File: config.mk
export PLATFORM = sky130hd
export DESIGN_NAME = byte_lane_unit
export DESIGN_NICKNAME = d
export VERILOG_FILES = /design/src/rtl/byte_lane_pkg.sv /design/src/rtl/bl_lane_mux.sv /design/src/rtl/bl_seq.sv /design/src/rtl/byte_lane_unit.sv
export SDC_FILE = /design/constraint.sdc
export NUM_CORES = 1
export LEC_CHECK = 0
export CAP_MARGIN = 20
export CORE_MARGIN = 4
export CORE_UTILIZATION = 55
export DETAILED_ROUTE_END_ITERATION = 10
export DONT_BUFFER_PORTS = 1
export GPL_ROUTABILITY_DRIVEN = 0
export PLACE_DENSITY = 0.82
export RECOVER_POWER = 50
export SETUP_SLACK_MARGIN = 0.15
export SLEW_MARGIN = 10
export SYNTH_ARGS = -nofsm -noshare
export SYNTH_HDL_FRONTEND = slang
export SYNTH_SLANG_ARGS = --single-unit
File: constraint.sdc
create_clock -name clk -period 2.2 [get_ports clk]
set_input_delay 0.11 -clock clk [delete_from_list [all_inputs] [get_ports clk]]
set_output_delay 0.11 -clock clk [all_outputs]
set_load 0.03 [all_outputs]
File: src/rtl/byte_lane_pkg.sv
package byte_lane_pkg;

    typedef enum logic {
        LANE_INSERT  = 1'b0,
        LANE_EXTRACT = 1'b1
    } lane_op_e;

    // index width needed to name a lane, at least one bit
    function automatic int lane_idx_width(input int lanes);
        return (lanes > 1) ? $clog2(lanes) : 1;
    endfunction

endpackage

File: src/rtl/bl_lane_mux.sv
module bl_lane_mux
    import byte_lane_pkg::*;
#(
    parameter int WORD_W = 32,
    parameter int LANE_W = 8,
    localparam int NUM_LANES = WORD_W / LANE_W,
    localparam int IDX_W = lane_idx_width(NUM_LANES)
) (
    input  lane_op_e            op,
    input  logic [IDX_W-1:0]    idx,
    input  logic [WORD_W-1:0]   word,
    input  logic [LANE_W-1:0]   value,
    output logic [WORD_W-1:0]   res
);

    logic [NUM_LANES-1:0] hit;
    logic [WORD_W-1:0]    merged;
    logic [LANE_W-1:0]    lane_data [NUM_LANES];

    for (genvar g = 0; g < NUM_LANES; g++) begin : g_lane
        assign hit[g] = (idx == IDX_W'(g));
        assign lane_data[g] = word[g*LANE_W +: LANE_W];
        assign merged[g*LANE_W +: LANE_W] = hit[g] ? value : lane_data[g];
    end

    logic [LANE_W-1:0] picked;

    always_comb begin
        picked = '0;
        for (int k = 0; k < NUM_LANES; k++) begin
            picked |= hit[k] ? lane_data[k] : '0;
        end
    end

    always_comb begin
        if (op == LANE_INSERT) res = merged;
        else                   res = {{(WORD_W-LANE_W){1'b0}}, picked};
    end

endmodule

File: src/rtl/bl_seq.sv
module bl_seq
    import byte_lane_pkg::*;
#(
    parameter int IDX_W = 2,
    parameter int PTR_W = 9
) (
    input  logic             clk,
    input  logic             rst,
    input  logic             fire,
    input  lane_op_e         op,
    input  logic             idx_load,
    input  logic [IDX_W-1:0] lane_in,
    input  logic             auto_inc,
    input  logic             ptr_load,
    input  logic [PTR_W-1:0] dst_in,
    input  logic [PTR_W-1:0] src_in,
    output logic [IDX_W-1:0] idx_used,
    output logic [IDX_W-1:0] idx_q,
    output logic [PTR_W-1:0] dst_q,
    output logic [PTR_W-1:0] src_q
);

    logic wrap;

    assign idx_used = idx_load ? lane_in : idx_q;
    assign wrap     = fire && auto_inc && (idx_used == {IDX_W{1'b1}});

    always_ff @(posedge clk) begin
        if (rst) begin
            idx_q <= '0;
        end else if (fire) begin
            idx_q <= auto_inc ? idx_used + 1'b1 : idx_used;
        end
    end

    always_ff @(posedge clk) begin
        if (rst) begin
            dst_q <= '0;
            src_q <= '0;
        end else if (ptr_load) begin
            dst_q <= dst_in;
            src_q <= src_in;
        end else if (wrap) begin
            if (op == LANE_INSERT) dst_q <= dst_q + 1'b1;
            else                   src_q <= src_q + 1'b1;
        end
    end

endmodule

File: src/rtl/byte_lane_unit.sv
module byte_lane_unit
    import byte_lane_pkg::*;
#(
    parameter int WORD_W = 32,
    parameter int LANE_W = 8,
    parameter int PTR_W  = 9,
    localparam int NUM_LANES = WORD_W / LANE_W,
    localparam int IDX_W = lane_idx_width(NUM_LANES)
) (
    input  logic              clk,
    input  logic              rst,
    input  logic              op_valid,
    input  logic              op_kind,
    input  logic              idx_load,
    input  logic [IDX_W-1:0]  lane_in,
    input  logic              auto_inc,
    input  logic [WORD_W-1:0] word_in,
    input  logic [LANE_W-1:0] byte_in,
    input  logic              ptr_load,
    input  logic [PTR_W-1:0]  dst_ptr_in,
    input  logic [PTR_W-1:0]  src_ptr_in,
    output logic              res_valid,
    output logic [WORD_W-1:0] result,
    output logic [IDX_W-1:0]  lane_idx,
    output logic [PTR_W-1:0]  dst_ptr,
    output logic [PTR_W-1:0]  src_ptr
);

    lane_op_e          op;
    logic [IDX_W-1:0]  idx_used;
    logic [WORD_W-1:0] mux_res;

    assign op = lane_op_e'(op_kind);

    bl_seq #(.IDX_W(IDX_W), .PTR_W(PTR_W)) u_seq (
        .clk      (clk),
        .rst      (rst),
        .fire     (op_valid),
        .op       (op),
        .idx_load (idx_load),
        .lane_in  (lane_in),
        .auto_inc (auto_inc),
        .ptr_load (ptr_load),
        .dst_in   (dst_ptr_in),
        .src_in   (src_ptr_in),
        .idx_used (idx_used),
        .idx_q    (lane_idx),
        .dst_q    (dst_ptr),
        .src_q    (src_ptr)
    );

    bl_lane_mux #(.WORD_W(WORD_W), .LANE_W(LANE_W)) u_mux (
        .op    (op),
        .idx   (idx_used),
        .word  (word_in),
        .value (byte_in),
        .res   (mux_res)
    );

    always_ff @(posedge clk) begin
        if (rst) begin
            res_valid <= 1'b0;
            result    <= '0;
        end else begin
            res_valid <= op_valid;
            if (op_valid) result <= mux_res;
        end
    end

endmodule

; ---- After elaboration in Yosys (flattened, before gate mapping)
; Cells that the tools add are included.
[classes]
addsub = 3
n_eq_ne = 4
muxes = 17
bitwise = 3
reduce_logical = 7
[ops]
columns = cell, count
row1 = $mux W8, 8
row2 = $mux W9, 6
row3 = $mux W32, 1
row4 = $or A8 B8 Y8, 3
row5 = $add A9 B1 Y9 const B, 2
row6 = $eq A2 B2 Y1 const B, 2
row7 = $mux W2, 2
row8 = $reduce_and A2 Y1, 2
row9 = $reduce_bool A2 Y1, 2
row10 = $add A2 B1 Y2 const B, 1
row11 = $eq A2 B1 Y1 const B, 1
row12 = $logic_and A1 B1 Y1, 2
row13 = $logic_not A2 Y1, 1
row14 = $ne A2 B1 Y1 const B, 1
[word_totals]
ff_bits = 53
inputBits = 67
out_inout_bits = 53
word_cells = 39

; ---- Logic depth before layout (Yosys ltp)
[depth]
depth_word = 7
mapped_depth = 9
depth_no_buf = 7

; ---- By module
; A second synthesis with hierarchy kept.
[hier_totals]
cells_unflattened = 352
hier_area_um2 = 3168.0
[by_module_without_submodules]
columns = module, instances, cells_each, area_each_um2, seq_area_each_um2
row1 = byte_lane_unit, 1, 106, 1202.4, 660.6
row2 = bl_seq, 1, 133, 1141.1, 400.4
row3 = bl_lane_mux, 1, 113, 824.5, 0.0

; ---- Least setup slack after synthesis
; OpenSTA, ideal clock, no wires.
[synth_path]
path_kind = reg-to-reg
start = register u_seq.idx_q[0]
end = register u_seq.src_q[7]
setup_time_ps = 115
arrival_ps = 1885
required_ps = 2085
path_slack_ps = 200
stages_incl_launch_ff = 9
n_path_buf = 1
period_less_slack_ps = 2000
cell_sequence = dfxtp_1 mux2i_1 inv_1 ha_1 buf_4 nand4_2 nor4_1 xor2_1 o21a_1
[synth_between]
elab_chain_cells = 5
[synth_rtl]
columns = item, line_no
row1 = "start, declared", bl_seq.sv:18  ; output logic [IDX_W-1:0] idx_q,
row2 = "start signal, assigned", bl_seq.sv:32  ; idx_q <= auto_inc ? idx_used + 1'b1 : idx_used;
row3 = $mux W2, bl_seq.sv:25  ; assign idx_used = idx_load ? lane_in : idx_q;
row4 = $eq A2 B2 Y1, bl_seq.sv:26  ; assign wrap = fire && auto_inc && (idx_used == {IDX_W{1'b1}});
row5 = $logic_and A1 B1 Y1, bl_seq.sv:26
row6 = $reduce_bool A2 Y1 (no line), --
row7 = $reduce_and A2 Y1 (no line), --
row8 = "end signal, assigned", bl_seq.sv:42  ; src_q <= src_in;
row9 = "end signal, assigned", bl_seq.sv:45  ; else src_q <= src_q + 1'b1;
row10 = "end, declared", bl_seq.sv:20  ; output logic [PTR_W-1:0] src_q
; No other way between the ends.
; A chain may end at the register's enable or synchronous reset.

; ---- Worst setup path after layout
[layout_path]
start = register u_seq.idx_q[1]
end = register result[3]
[layout_between]
elab_chain_cells = 7
word_cells_on_any_way = 14
cone_classes = eq/ne (3) / mux (7) / bitwise (3) / reduce/logical (1)
[layout_rtl]
columns = item, line_no
row1 = $mux W2 (*), bl_seq.sv:25
row2 = $eq A2 B1 Y1 or $logic_not A2 Y1 (tied branches), bl_lane_mux.sv:21  ; assign hit[g] = (idx == IDX_W'(g));
row3 = $mux W8, bl_lane_mux.sv:31  ; picked |= hit[k] ? lane_data[k] : '0;
row4 = $or A8 B8 Y8 (3 in a row), bl_lane_mux.sv:31
row5 = $mux W32 (*), bl_lane_mux.sv:36  ; if (op == LANE_INSERT) res = merged;
row6 = "end signal, assigned", byte_lane_unit.sv:66  ; if (op_valid) result <= mux_res;
row7 = "end, declared", byte_lane_unit.sv:23  ; output logic [WORD_W-1:0] result,
; Mark *: on every way between the ends. The rest lies on a longest branch, timed or not.

==> results.ini <==
[status]
status = finished clean

[routing]
drtPass1Iterations = 7
drc = 0
met2_length_um = 3530
final_antenna_net_count = 0
wl_met1_um = 3050
drt-initial-drc-count = 155
vias = 2438
top_layer = met4
wl_per_cell_um = 18.3
dr_wl_met3_um = 845
via_per_inst = 5.87
totalWireLength_um = 7580

[yosys]
synthCells = 343
ys_dominant_reg_cell = dfxtp_1
syn-num-nets = 416
synth_area_leaders = dfxtp_1, mux2_2, a21oi_1, nor2b_1, nor2_1
synth-seq-cells = 53
synth_top_area_share_pct = 35.9
yosys.area.top_type = dfxtp_1
post_synth_instance_area_sq_um = 2950
synth-edff-count = 0
yosys_warnings = 0
synth_area_per_cell_sq_um = 8.61
yosysUniqueCellTypes = 32
postSynth.asyncResetShare_pct = 0
seq_area_frac_synth_pct = 35.9

[worst_setup_path]
crit_path_max_incr_delay_ns = 0.53
rrSetupSlack_ns = 0.28
crit_required_ns = 2.38
path_max_fanout = 12
critPathLaunchType = flop
path_cells = mux2i_2, ha_1, buf_4, mux2i_1, a2111oi_0
worstSetupEndpointType = flop
critical-path-slowest-cell = ha_1
crit_type = flop to flop
arrival_ns = 2.10

[grt]
grt_overflow = 0
first_global_vias = 2392
antenna_found_initial = 0
track_usage_pct = 22.4
grt_max_degree = 54
grt_pass1_wl_um = 11600

[sta]
postLayoutSetupSlackWorst_ns = 0.283
setup_tns_ns = 0
rsz0062_at_grt = yes
max_freq_mhz = 522
fin_skew_ns = 0.00899
finalCritPeriodShare_pct = 87.1
max_slew_margin_pct = 26.5
holdWs_ns = 0.0154
finalCriticalPeriod_ns = 1.92
setup_viol = 0
tightestPinTransition_ns = 1.10
maxSlewViolCount = 0
hold_viol = 0

[place]
place_ws_ns = 0.146
port_buffers = 0
hpwl_um = 5140
placed_cell_area_sq_um = 3000

[min_path]
hold_class = input pin to flop

[finish]
multi_input_area_sq_um = 1730
fill_cells = 451
nNetsFinal = 417
area_growth_pct = 8.39
final_cell_area_sq_um = 3200
n_antenna_cell = 0
regArea_sq_um = 1060
drive_gt1_share_pct = 15.1
finalCoreUtilization_pct = 62.3

[floorplanning]
io_pins = 120
die_h_um = 81.3
die_area_sq_um = 6600
initial_utilization_pct = 57.4
core_sq_um = 5140
die_w_um = 81.3
rows = 26

[power]
vdd_ir_drop_max_mv = 0.402
leakage_uw = 0.00128
pwr-share-clk_pct = 27.1
pwr-share-seq_pct = 55.0
power_switching_uw = 676
combinationalPowerShare_pct = 17.8
swShare_pct = 32.1
powerDensity_nw_per_um2 = 658
p_int_uw = 1430

[clock_tree]
cts_setup_buffers = 0
cts_buffers = 5
cts_tree = yes
insertion_delay_ns = 0.31
clock_path_buffers = 2
htree_levels = 2
cts.sink_count = 53
root_buffer = clkbuf_8
clk_pin_slew_ns = 0.11

[flow_run]
max_cap_viol_count = 0

[Yosys cell counts, drive strengths merged (2+ instances only)]
| master | n |
|---|---|
| dfxtp | 53 |
| a21oi | 42 |
| nor2 | 37 |
| mux2 | 30 |
| nor2b | 25 |
| inv | 19 |
| buf | 14 |
| clkbuf | 13 |
| o21a | 13 |
| mux2i | 12 |
| nand2 | 12 |
| xor2 | 11 |
| nand3 | 9 |
| ha | 6 |
| nor3 | 6 |
| xnor2 | 5 |
| a2111oi | 4 |
| a221o | 4 |
| a221oi | 4 |
| a222oi | 4 |
| nand2b | 4 |
| nor4 | 4 |
| o211ai | 4 |
| nand4 | 2 |
| o21ai | 2 |
[sequential cells by signal, indices dropped and copies added, names as in the netlist]
register and cells:
u_seq.src_q 9, u_seq.idx_q 2, result 32, res_valid 1, u_seq.dst_q 9
[layout by cell type, fill, tap and decap left out, drive strengths merged]
cell type    Yosys  layout
a222oi           4       4
a2111oi          4       4
dlygate4sd3      0       8
and2b            1       1
nor3             6       6
nand4b           1       1
ha               6       6
xnor2            5       5
o21ai            2       2
nand3            9       9
nand2           12      12
o21a            13      13
clkbuf          13      13
a21oi           42      42
mux2i           12      12
nor2            37      37
nand4            2       2
o211ai           4       4
nand2b           4       4
dfxtp           53      53
clkinvlp         0       1
or3              1       1
buf             14       5
nor2b           25      25
inv             19      20
a221oi           4       4
clkinv           0       1
mux2            30      30
nor4             4       4
xor2            11      11
a221o            4       4
a21o             1       1
[power groups by stage]
| stage | clock [uW] | combinational, uW | sequential (uW) |
|---|---|---|---|
| 3_5_place_dp | 0 | 330 | 1180 |
| 3_3_place_gp | 0 | 324 | 1180 |
| 5_1_grt | 630 | 413 | 1170 |
| 2_1_floorplan | 0 | 283 | 1190 |
| 4_1_cts | 584 | 376 | 1160 |
| 6_report | 571 | 375 | 1160 |
[stage by stage]
step,std cells,power [uW]
after global placement,397,1500
after global routing,415,2210
after floorplan,343,1470
after CTS,414,2120
final,415,2100
after detailed placement,397,1510
[layout make-up]
class / count / area share, %
Clock buffer: 5 / 2.15
Clock inverter: 3 / 0.782
Inverter: 19 / 2.23
Multi-Input combinational cell: 244 / 54.1
Sequential cell: 53 / 33.2
Tap cell: 70 / 2.74
Timing Repair Buffer: 21 / 4.89
[worst max-delay path: cells and delay by family (launching register included)]
family,cells,cell delay (ns)
buffers and inverters,1,0.24
multiplexers,2,0.30
adder cells (fa/ha/maj),1,0.53
AO/OA/AOI/OAI,1,0.40
flip-flops,1,0.33
[path summary, 6_finish.rpt]
kind,startpoint,end,cells past startpoint
hold reg to reg,result[1],result[1],2
hold / removal,dst_ptr_in[4],u_seq.dst_q[4],3
setup / recovery,u_seq.idx_q[1],result[3],5
setup reg to reg,u_seq.idx_q[1],result[3],5
[cells by family (layout without fill, tap and decap cells)]
group	count (synthesis)	count (layout)	synth area share, %
AO/OA/AOI/OAI	78	78	17.1
XOR/XNOR	16	16	4.75
adder cells (fa/ha/maj)	6	6	2.54
buffers and inverters	46	48	6.48
flip-flops	53	53	35.9
multiplexers	42	42	15.5
AND/OR/NAND/NOR	102	102	17.7
[repair_timing]
action                                  CTS  global route
endpoints found under the hold margin    53             0
hold buffers                              9             0
endpoints found under the setup margin    4            18
pin swaps                                 0             0
cloned                                    0             0
resized for setup                         2             5
[metal layers]
layer  up-vias  global-route usage (%)
li1       1194                       -
met1      1118                    27.6
met5         -                       0
met3        14                    8.87
met4         0                    6.93
met2       112                    35.9
Power figures use the tool's default switching activity.
